**src/rtl/cfgl_pkg.sv**
```systemverilog
package cfgl_pkg;

    localparam int BYTE_W = 8;
    localparam int BIT_IDX_W = $clog2(BYTE_W);

    typedef enum logic [2:0] {
        ST_IDLE   = 3'd0,
        ST_SENSE  = 3'd1,
        ST_CLEAR  = 3'd2,
        ST_SETTLE = 3'd3,
        ST_LOAD   = 3'd4,
        ST_CHECK  = 3'd5
    } cfgl_state_e;

endpackage

```
**src/rtl/cfgl_phase_timer.sv**
```systemverilog
// Counts system clocks within one load-clock phase and pulses at its end.
module cfgl_phase_timer #(
    parameter int DIV_W = 16
) (
    input  logic             clk,
    input  logic             rst_n,
    input  logic             run,
    input  logic [DIV_W-1:0] ratio,
    output logic             tick
);

    logic [DIV_W-1:0] cnt;
    logic [DIV_W-1:0] last;

    always_comb begin
        last = (ratio == '0) ? '0 : ratio - DIV_W'(1);
        tick = run && (cnt == last);
    end

    always_ff @(posedge clk or negedge rst_n) begin
        if (!rst_n) begin
            cnt <= '0;
        end else if (!run || tick) begin
            cnt <= '0;
        end else begin
            cnt <= cnt + DIV_W'(1);
        end
    end

    // the phase counter never passes the last count (ratio held while running)
    property p_cnt_bound;
        @(posedge clk) disable iff (!rst_n)
        run && $stable(ratio) |-> (cnt <= last);
    endproperty
    assert_cnt_bound_R6: assert property (p_cnt_bound);

endmodule

```
**src/rtl/cfgl_serializer.sv**
```systemverilog
// Holds one byte and sends it out MSB first, one clock pulse per bit.
module cfgl_serializer
    import cfgl_pkg::*;
#(
    parameter int DIV_W = 16
) (
    input  logic              clk,
    input  logic              rst_n,
    input  logic              load,
    input  logic [BYTE_W-1:0] data,
    input  logic [DIV_W-1:0]  ratio,
    output logic              idle,
    output logic              sclk,
    output logic              sdo
);

    logic                 full;
    logic                 hi;
    logic [BIT_IDX_W-1:0] bitn;
    logic [BYTE_W-1:0]    sh;
    logic                 tick;

    cfgl_phase_timer #(.DIV_W(DIV_W)) u_timer (
        .clk  (clk),
        .rst_n(rst_n),
        .run  (full),
        .ratio(ratio),
        .tick (tick)
    );

    always_ff @(posedge clk or negedge rst_n) begin
        if (!rst_n) begin
            full <= 1'b0;
            hi   <= 1'b0;
            bitn <= '0;
            sh   <= '0;
        end else if (load) begin
            full <= 1'b1;
            hi   <= 1'b0;
            bitn <= '0;
            sh   <= data;
        end else if (full && tick) begin
            if (!hi) begin
                hi <= 1'b1;
            end else if (bitn == BIT_IDX_W'(BYTE_W - 1)) begin
                hi   <= 1'b0;
                full <= 1'b0;
            end else begin
                hi   <= 1'b0;
                bitn <= bitn + BIT_IDX_W'(1);
                sh   <= {sh[BYTE_W-2:0], 1'b0};
            end
        end
    end

    always_comb begin
        idle = !full;
        sclk = full && hi;
        sdo  = sh[BYTE_W-1];
    end

    // data holds steady across a whole high phase
    property p_din_hold;
        @(posedge clk) disable iff (!rst_n)
        (sclk && $past(sclk)) |-> $stable(sdo);
    endproperty
    assert_din_hold_R6: assert property (p_din_hold);

    // a new byte is only taken when the previous one has finished
    property p_load_idle;
        @(posedge clk) disable iff (!rst_n)
        load |-> !full;
    endproperty
    assert_load_idle_R7: assert property (p_load_idle);

endmodule

```
**src/rtl/cfg_serial_loader.sv**
```systemverilog
module cfg_serial_loader
    import cfgl_pkg::*;
#(
    parameter int DIV_W  = 16,
    parameter int CNT_W  = 32,
    parameter int WAIT_W = 16
) (
    input  logic              clk,
    input  logic              rst_n,
    input  logic              start,
    input  logic [CNT_W-1:0]  byte_count,
    input  logic [DIV_W-1:0]  phase_div,
    input  logic [WAIT_W-1:0] clear_hold,
    input  logic [WAIT_W-1:0] settle_wait,
    input  logic              s_valid,
    input  logic [BYTE_W-1:0] s_data,
    output logic              s_ready,
    input  logic              tgt_power,
    input  logic              tgt_done,
    output logic              pins_en,
    output logic              prog_n,
    output logic              cfg_clk,
    output logic              cfg_din,
    output logic              busy,
    output logic              done_ok,
    output logic              fail,
    output logic              no_target
);

    cfgl_state_e       state, state_nx;
    logic [WAIT_W-1:0] wait_cnt;
    logic [CNT_W-1:0]  left;
    logic              take;
    logic              ser_idle;
    logic              ser_clk;
    logic              ser_dout;
    logic              bytes_out;

    assign bytes_out = (left == '0);
    assign take      = s_valid && s_ready;

    cfgl_serializer #(.DIV_W(DIV_W)) u_ser (
        .clk  (clk),
        .rst_n(rst_n),
        .load (take),
        .data (s_data),
        .ratio(phase_div),
        .idle (ser_idle),
        .sclk (ser_clk),
        .sdo  (ser_dout)
    );

    // state register
    always_ff @(posedge clk or negedge rst_n) begin
        if (!rst_n) state <= ST_IDLE;
        else        state <= state_nx;
    end

    // next state
    always_comb begin
        state_nx = state;
        unique case (state)
            ST_IDLE:   if (start) state_nx = ST_SENSE;
            ST_SENSE:  state_nx = tgt_power ? ST_CLEAR : ST_IDLE;
            ST_CLEAR:  if (wait_cnt <= WAIT_W'(1)) state_nx = ST_SETTLE;
            ST_SETTLE: if (wait_cnt == '0) state_nx = bytes_out ? ST_CHECK : ST_LOAD;
            ST_LOAD:   if (bytes_out && ser_idle) state_nx = ST_CHECK;
            ST_CHECK:  state_nx = ST_IDLE;
            default:   state_nx = ST_IDLE;
        endcase
    end

    // wait timers, byte counter and latched outcome
    always_ff @(posedge clk or negedge rst_n) begin
        if (!rst_n) begin
            wait_cnt  <= '0;
            left      <= '0;
            done_ok   <= 1'b0;
            fail      <= 1'b0;
            no_target <= 1'b0;
        end else begin
            unique case (state)
                ST_IDLE: if (start) begin
                    left      <= byte_count;
                    done_ok   <= 1'b0;
                    fail      <= 1'b0;
                    no_target <= 1'b0;
                end
                ST_SENSE: begin
                    if (tgt_power) begin
                        wait_cnt <= (clear_hold == '0) ? WAIT_W'(1) : clear_hold;
                    end else begin
                        fail      <= 1'b1;
                        no_target <= 1'b1;
                    end
                end
                ST_CLEAR: begin
                    if (wait_cnt <= WAIT_W'(1)) wait_cnt <= settle_wait;
                    else                        wait_cnt <= wait_cnt - WAIT_W'(1);
                end
                ST_SETTLE: if (wait_cnt != '0) wait_cnt <= wait_cnt - WAIT_W'(1);
                ST_LOAD:   if (take) left <= left - CNT_W'(1);
                ST_CHECK: begin
                    done_ok <= tgt_done;
                    fail    <= !tgt_done;
                end
                default: ;
            endcase
        end
    end

    // outputs
    always_comb begin
        busy    = (state != ST_IDLE);
        pins_en = (state == ST_CLEAR) || (state == ST_SETTLE) ||
                  (state == ST_LOAD)  || (state == ST_CHECK);
        prog_n  = (state != ST_CLEAR);
        cfg_clk = (state == ST_LOAD) && ser_clk;
        cfg_din = (state == ST_LOAD) && ser_dout;
        s_ready = (state == ST_LOAD) && ser_idle && !bytes_out;
    end

    property p_pins_quiet;
        @(posedge clk) disable iff (!rst_n)
        !pins_en |-> (prog_n && !cfg_clk && !cfg_din);
    endproperty
    assert_pins_quiet_R2: assert property (p_pins_quiet);

    property p_clear_busy;
        @(posedge clk) disable iff (!rst_n)
        !prog_n |-> busy;
    endproperty
    assert_clear_busy_R3: assert property (p_clear_busy);

    property p_ready_clk_low;
        @(posedge clk) disable iff (!rst_n)
        s_ready |-> !cfg_clk;
    endproperty
    assert_ready_clk_low_R7: assert property (p_ready_clk_low);

    property p_outcome_excl;
        @(posedge clk) disable iff (!rst_n)
        $onehot0({done_ok, fail}) && (!no_target || fail);
    endproperty
    assert_outcome_excl_R8: assert property (p_outcome_excl);

    property p_outcome_hold;
        @(posedge clk) disable iff (!rst_n)
        (!busy && !start) |=> $stable({done_ok, fail, no_target});
    endproperty
    assert_outcome_hold_R10: assert property (p_outcome_hold);

endmodule

```
**config.mk**
```make
export PLATFORM = sky130hd
export DESIGN_NAME = cfg_serial_loader
export DESIGN_NICKNAME = d
export VERILOG_FILES = /design/src/rtl/cfgl_pkg.sv /design/src/rtl/cfgl_phase_timer.sv /design/src/rtl/cfgl_serializer.sv /design/src/rtl/cfg_serial_loader.sv
export SDC_FILE = /design/constraint.sdc
export NUM_CORES = 1
export LEC_CHECK = 0
export ABC_AREA = 1
export CAP_MARGIN = 20
export CORE_MARGIN = 2
export CORE_UTILIZATION = 60
export DETAILED_ROUTE_END_ITERATION = 8
export DONT_BUFFER_PORTS = 1
export HOLD_SLACK_MARGIN = 0.12
export PLACE_DENSITY = 0.76
export SLEW_MARGIN = 20
export SYNTH_ARGS = -nofsm -noshare
export SYNTH_HDL_FRONTEND = slang
export SYNTH_SLANG_ARGS = --single-unit
```
**constraint.sdc**
```tcl
create_clock -name clk -period 2.6 [get_ports clk]
set_clock_uncertainty 0.05 [all_clocks]
set_input_delay 0.13 -clock clk [delete_from_list [all_inputs] [get_ports clk]]
set_output_delay 0.13 -clock clk [all_outputs]
set_load 0.02 [all_outputs]
```
* Word-level counts from Yosys, hierarchy flattened *
Cells that the tools add are included.

operators by class
  reduce and logical (&&, ||, !) cells = 39
  eq/ne operators = 17
  mux-type cells = 37
  magnitude comparators = 1
  add/subtract/negate cells = 5

operator list
  operator                                                                count
  16-bit 2-to-1 mux                                                       6
  32-bit 2-to-1 mux                                                       2
  32-bit one-hot mux with 2 select lines                                  1
  16-bit zero test                                                        3
  16-bit one-hot mux with 3 select lines                                  1
  32-bit zero test                                                        1
  8-bit 2-to-1 mux                                                        4
  16-bit by 1-bit subtractor with 16-bit output, second input constant    2
  32-bit by 1-bit subtractor with 32-bit output, second input constant    1
  3-bit 2-to-1 mux                                                        8
  2-bit != test, second input constant                                    9
  3-bit AND reduction                                                     6
  16-bit by 1-bit adder with 16-bit output, second input constant         1
  16-bit equality test                                                    1
  16-bit by 1-bit <= comparator with 1-bit output, second input constant  1
  16-bit nonzero test                                                     1
  3-bit one-hot mux with 5 select lines                                   1
  2-bit nonzero test                                                      6
  1-bit 2-to-1 mux                                                        10
  3-bit equality test, second input constant                              3
  1-bit logical AND                                                       9
  3-bit nonzero test                                                      3
  3-bit by 2-bit equality test with 1-bit output, second input constant   2
  1-bit logical OR                                                        4
  other kinds (10)                                                        13

storage, ports and cells
  logic and storage cells = 110
  bits of input ports = 94
  output and inout bits = 9
  flip-flop bits (word level) = 83

* Logic depth before layout (Yosys ltp) *
  depth after elaboration = 7
  gate-level depth with buffers = 18
  mapped depth without buffers = 17

* Hierarchy *
Synthesis repeated with hierarchy kept, for this count alone.

unflattened totals
  cells, all modules = 1109
  area, all modules = 6779.0 µm²

modules (own cells, without submodules)
  module             instances  area an instance (µm²)  sequential area each (µm²)  cells each
  cfg_serial_loader  1          4465.5                  1351.3                      754
  cfgl_phase_timer   1          1580.3                  400.4                       264
  cfgl_serializer    1          733.2                   325.3                       91

* Worst setup path after synthesis *
OpenSTA, ideal clock, no wires.

  path type = register to register
  start point = register left[0]
  end point = register u_ser.bitn[2]
  arrival = 2.057 ns
  setup slack = 0.376 ns
  library setup time = 0.117 ns
  period minus slack after synthesis = 2.224 ns
  buffers on the path = 2
  data required time = 2.433 ns
  cell stages (with the launch flop) = 19
  cell sequence = dfrtp_1 inv_1 ha_1 nand2_1 nor2_2 nand2_2 nor2_4 nand2_2 nor2_4 nand2_2 nand2_2 nor2_2 nand2_4 buf_6 nand2_4 nand3_4 buf_6 nand2_2 nand2_1

on the way
  cells in the longest elaborated chain, start to end = 6
  elaborated cells between the ends (all ways) = 9
  classes of those cells = eq/ne: 1; mux: 1; reduce/logical: 7

ends and longest elaborated chain
  what                                                           line                      text
  start, declared                                                cfg_serial_loader.sv:32   logic [CNT_W-1:0] left;
  start signal, assigned                                         cfg_serial_loader.sv:84   left <= byte_count;
  start signal, assigned                                         cfg_serial_loader.sv:102  ST_LOAD: if (take) left <= left - CNT_W'(1);
  32-bit zero test *                                             cfg_serial_loader.sv:39   assign bytes_out = (left == '0);
  1-bit zero test *                                              cfg_serial_loader.sv:120  s_ready = (state == ST_LOAD) && ser_idle && !bytes_out;
  1-bit logical AND *                                            cfg_serial_loader.sv:120
  named net s_ready                                              cfg_serial_loader.sv:17   output logic s_ready,
  1-bit logical AND *                                            cfg_serial_loader.sv:40   assign take = s_valid && s_ready;
  2-bit != test (no line) or 2-bit nonzero test (tied branches)  n/a
  3-bit AND reduction (no line)                                  n/a
  end signal, assigned                                           cfgl_serializer.sv:50     bitn <= bitn + BIT_IDX_W'(1);
  end, declared                                                  cfgl_serializer.sv:19     logic [BIT_IDX_W-1:0] bitn;

Mark *: on every way through the listed nets, which the timed path passes. The rest lies on a longest branch.
A chain may end at the register's enable or synchronous reset.

* Worst setup path in the final report *
  start point = register state[1]
  end point = output cfg_din

on the way
  cells in the longest elaborated chain, start to end = 2

ends and longest elaborated chain
  what                    line                      text
  start, declared         cfg_serial_loader.sv:30   cfgl_state_e state, state_nx;
  start signal, assigned  cfg_serial_loader.sv:56   else state <= state_nx;
  3-bit equality test     cfg_serial_loader.sv:119  cfg_din = (state == ST_LOAD) && ser_dout;
  1-bit logical AND       cfg_serial_loader.sv:119
  end, declared           cfg_serial_loader.sv:23   output logic cfg_din,

No other way between the ends.

==> run metrics <==
sequential area share after synthesis=33.94%; Total GRT Usage=29.65%; Slew Limit Fails=0; critical path class=flop to output pin; Syn Nets=991; Critical Path Max Stage Delay=0.45 ns; post-synth cell types=48; Root Buffer=clkbuf_8; DR DRC count=0; io pins=103; RePlAce Congestion=0.8584; area growth from synthesis to layout=20.53%; IO buf count=0; Req. time, crit path=2.42 ns; vias in the first global route=6055; sequential power share=49.6%; combinational share of power=10.5%; yosys warns=0; GRT overflow=0; CTS Buffer Depth=2; CP Cell Sequence=nor2_1 -> inv_1 -> nor2_2 -> buf_4 -> clkinv_1 -> buf_4 -> nor2_1 -> buf_4; CP most frequent cell=buf_4; crit start category=flop; initial antenna violation count=0; drt wl/cell=14.66 microns; Setup Slack @ Placement=0.1003 ns; via/cell ratio=5.679; met3 routed WL=999 microns; Post-synth ARST share=100.0%; post-synth top area share=33.94%; clock period minus worst slack=2.443 ns; Fill cells=766; Max-cap violations=0; FP Rows=36; Slew headroom=64.84%; syn avg cell area=6.884 sq um; ANT cells=0; final setup fails=0; maximum vdd drop=0.0002262 V; Routed WL=16250 microns; share of cells above drive strength 1=10.35%; Initial Util=62.32%; clock power share=39.9%; Layout Cells excl Fill=1109; placed cells=1008; Max FO, Critical Path=34; leakage power=3.400 nW; largest net degree at the start of global routing=84; period utilisation layout=93.95%; core footprint=9819 sq um; Power Internal=2.052 mW; Synth Instances=889; Arrival @ worst endpoint=2.26 ns; CTS Buf Count=9; CTS tree=built; Synth Flop Type=dfrtp_1; EDFF count, synth=0; top-count cell post-synth=nand2_1; status=complete, no violations; 1st-iter DRT viols=378; Pwr Total=2.712 mW; clk_lat worst skew=0.36 ns; Pwr Density=367.6 nW/um^2; Worst Tran Pin Value=0.5233 ns; Die X=105.0 microns; Net Sw Power=0.6599 mW; biggest area consumer among synthesized cells=dfrtp_1; Routed met2 length=7971 microns; CP Capture Type=output pin; met1 wire length=6948 microns; Sw Ratio=24.34%; Slowest-stage cell, CP=dfrtp_1; DIE AREA=11020 sq um; die height=105.0 microns; Post-Syn Area=6120 sq um; setup tns final=0 ns; ranking of synthesized cells by area=dfrtp_1, nand2_1, nor2_1, inv_1, o21ai_0; top cells by count, synth=nand2_1, nor2_1, inv_1; DR top layer=met4; DRT Pass-1 Iters=5; final hold vios=0; DP Wirelength=10630 microns; Final #Nets=1073; clock-pin slew on the worst setup and hold paths=0.08 ns; worst hold path class=primary input to flop; register bit count reported by yosys=83; routed via count=6298; CTS H-tree depth=3; final setup margin=0.1574 ns; final hold slack=0.1619 ns; clock sink count=83; Fmax=0.4094 GHz; first-pass GRT wire length=27180 microns; number of routed nets with antenna violations=0
[power groups by stage]
stage | sequential (mW) | clock, mW | combinational (mW)
2_1_floorplan | 1.36 | 0 | 0.129
5_1_grt | 1.35 | 1.15 | 0.320
6_report | 1.34 | 1.08 | 0.286
3_5_place_dp | 1.37 | 0 | 0.150
3_3_place_gp | 1.37 | 0 | 0.144
4_1_cts | 1.34 | 1.09 | 0.278
[routing by layer]
metal	track usage, %	vias to the layer above
li1	-	3108
met1	38.20	2921
met2	50.37	233
met3	5.677	36
met4	9.238	0
met5	0	-
[sequential cells by signal, summed over array words and instances, names as in the netlist]
| name | count |
|---|---|
| no_target | 1 |
| done_ok | 1 |
| u_ser.bitn | 3 |
| wait_cnt | 16 |
| u_ser.sh | 8 |
| u_ser.hi | 1 |
| u_ser.full | 1 |
| fail | 1 |
| left | 32 |
| state | 3 |
| u_ser.u_timer.cnt | 16 |
[logic make-up (layout without fill, tap and decap cells)]
logic type	count (synthesis)	count (layout)	synth area share [%]
and+or+nand+nor	493	493	37.48
AOI/OAI and AO/OA	152	152	14.62
buffers and inverters	128	215	8.730
DFF	83	83	33.94
xor gates and xnor gates	24	24	3.435
adders and majority gates	8	8	1.636
muxes	1	1	0.1636
[worst max-delay path, delay by kind of cell (launching register included)]
kind | cells | cell delay (ns)
flip-flops | 1 | 0.45
buffers and inverters | 5 | 0.99
AND/OR/NAND/NOR | 3 | 0.46
[what timing repair did]
action	in CTS	in global routing
hold buffers	79	0
buffers inserted	0	6
endpoints found under the setup margin	0	39
gates resized for setup	0	15
hold endpoints to repair	146	0
[path summary, 6_finish.rpt]
check | slack, ns | to | startpoint | cells past startpoint
setup / recovery | 0.16 | cfg_din | state[1] | 8
hold / removal | 0.16 | wait_cnt[0] | clear_hold[7] | 5
setup reg to reg | 0.16 | left[14] | left[1] | 16
hold reg to reg | 0.42 | u_ser.u_timer.cnt[0] | u_ser.u_timer.cnt[0] | 1
max in group asynchronous | 1.84 | left[2] | rst_n | 2
min in group asynchronous | 0.25 | left[22] | rst_n | 2
[cell type report]
type                    count  area [sq um]  area share, %
clock buffers              12         155.1          2.103
clock inverters             4         72.57         0.9839
inverters                  99         381.6          5.174
multi-input cells         678          3550          48.13
flip-flops and latches     83          2077          28.16
well taps                 133         166.4          2.256
repair buffers            100         973.4          13.20
[layout by cell type, fill, tap and decap left out, types with 13 or more instances in the layout]
master and count:
nand3_1 51, nor2_1 115, dfrtp_1 83, buf_4 20, nor3_1 18, inv_1 92, nor4_1 13, dlygate4sd3_1 78
xor2_1 19, o21ai_0 58, nand2_1 203, a21oi_1 29, nand2_2 18, a31oi_1 18, nand4_1 25, o211ai_1 23
[metrics by stage]
step / utilization [%] / instance area [sq um]
after CTS: 74.08 / 7274
after detailed placement: 63.53 / 6238
after global placement: 63.53 / 6238
after global routing: 75.11 / 7376
after floorplan: - / 6120
final: 75.11 / 7376
No activity file was read; power rests on OpenSTA's default activity.
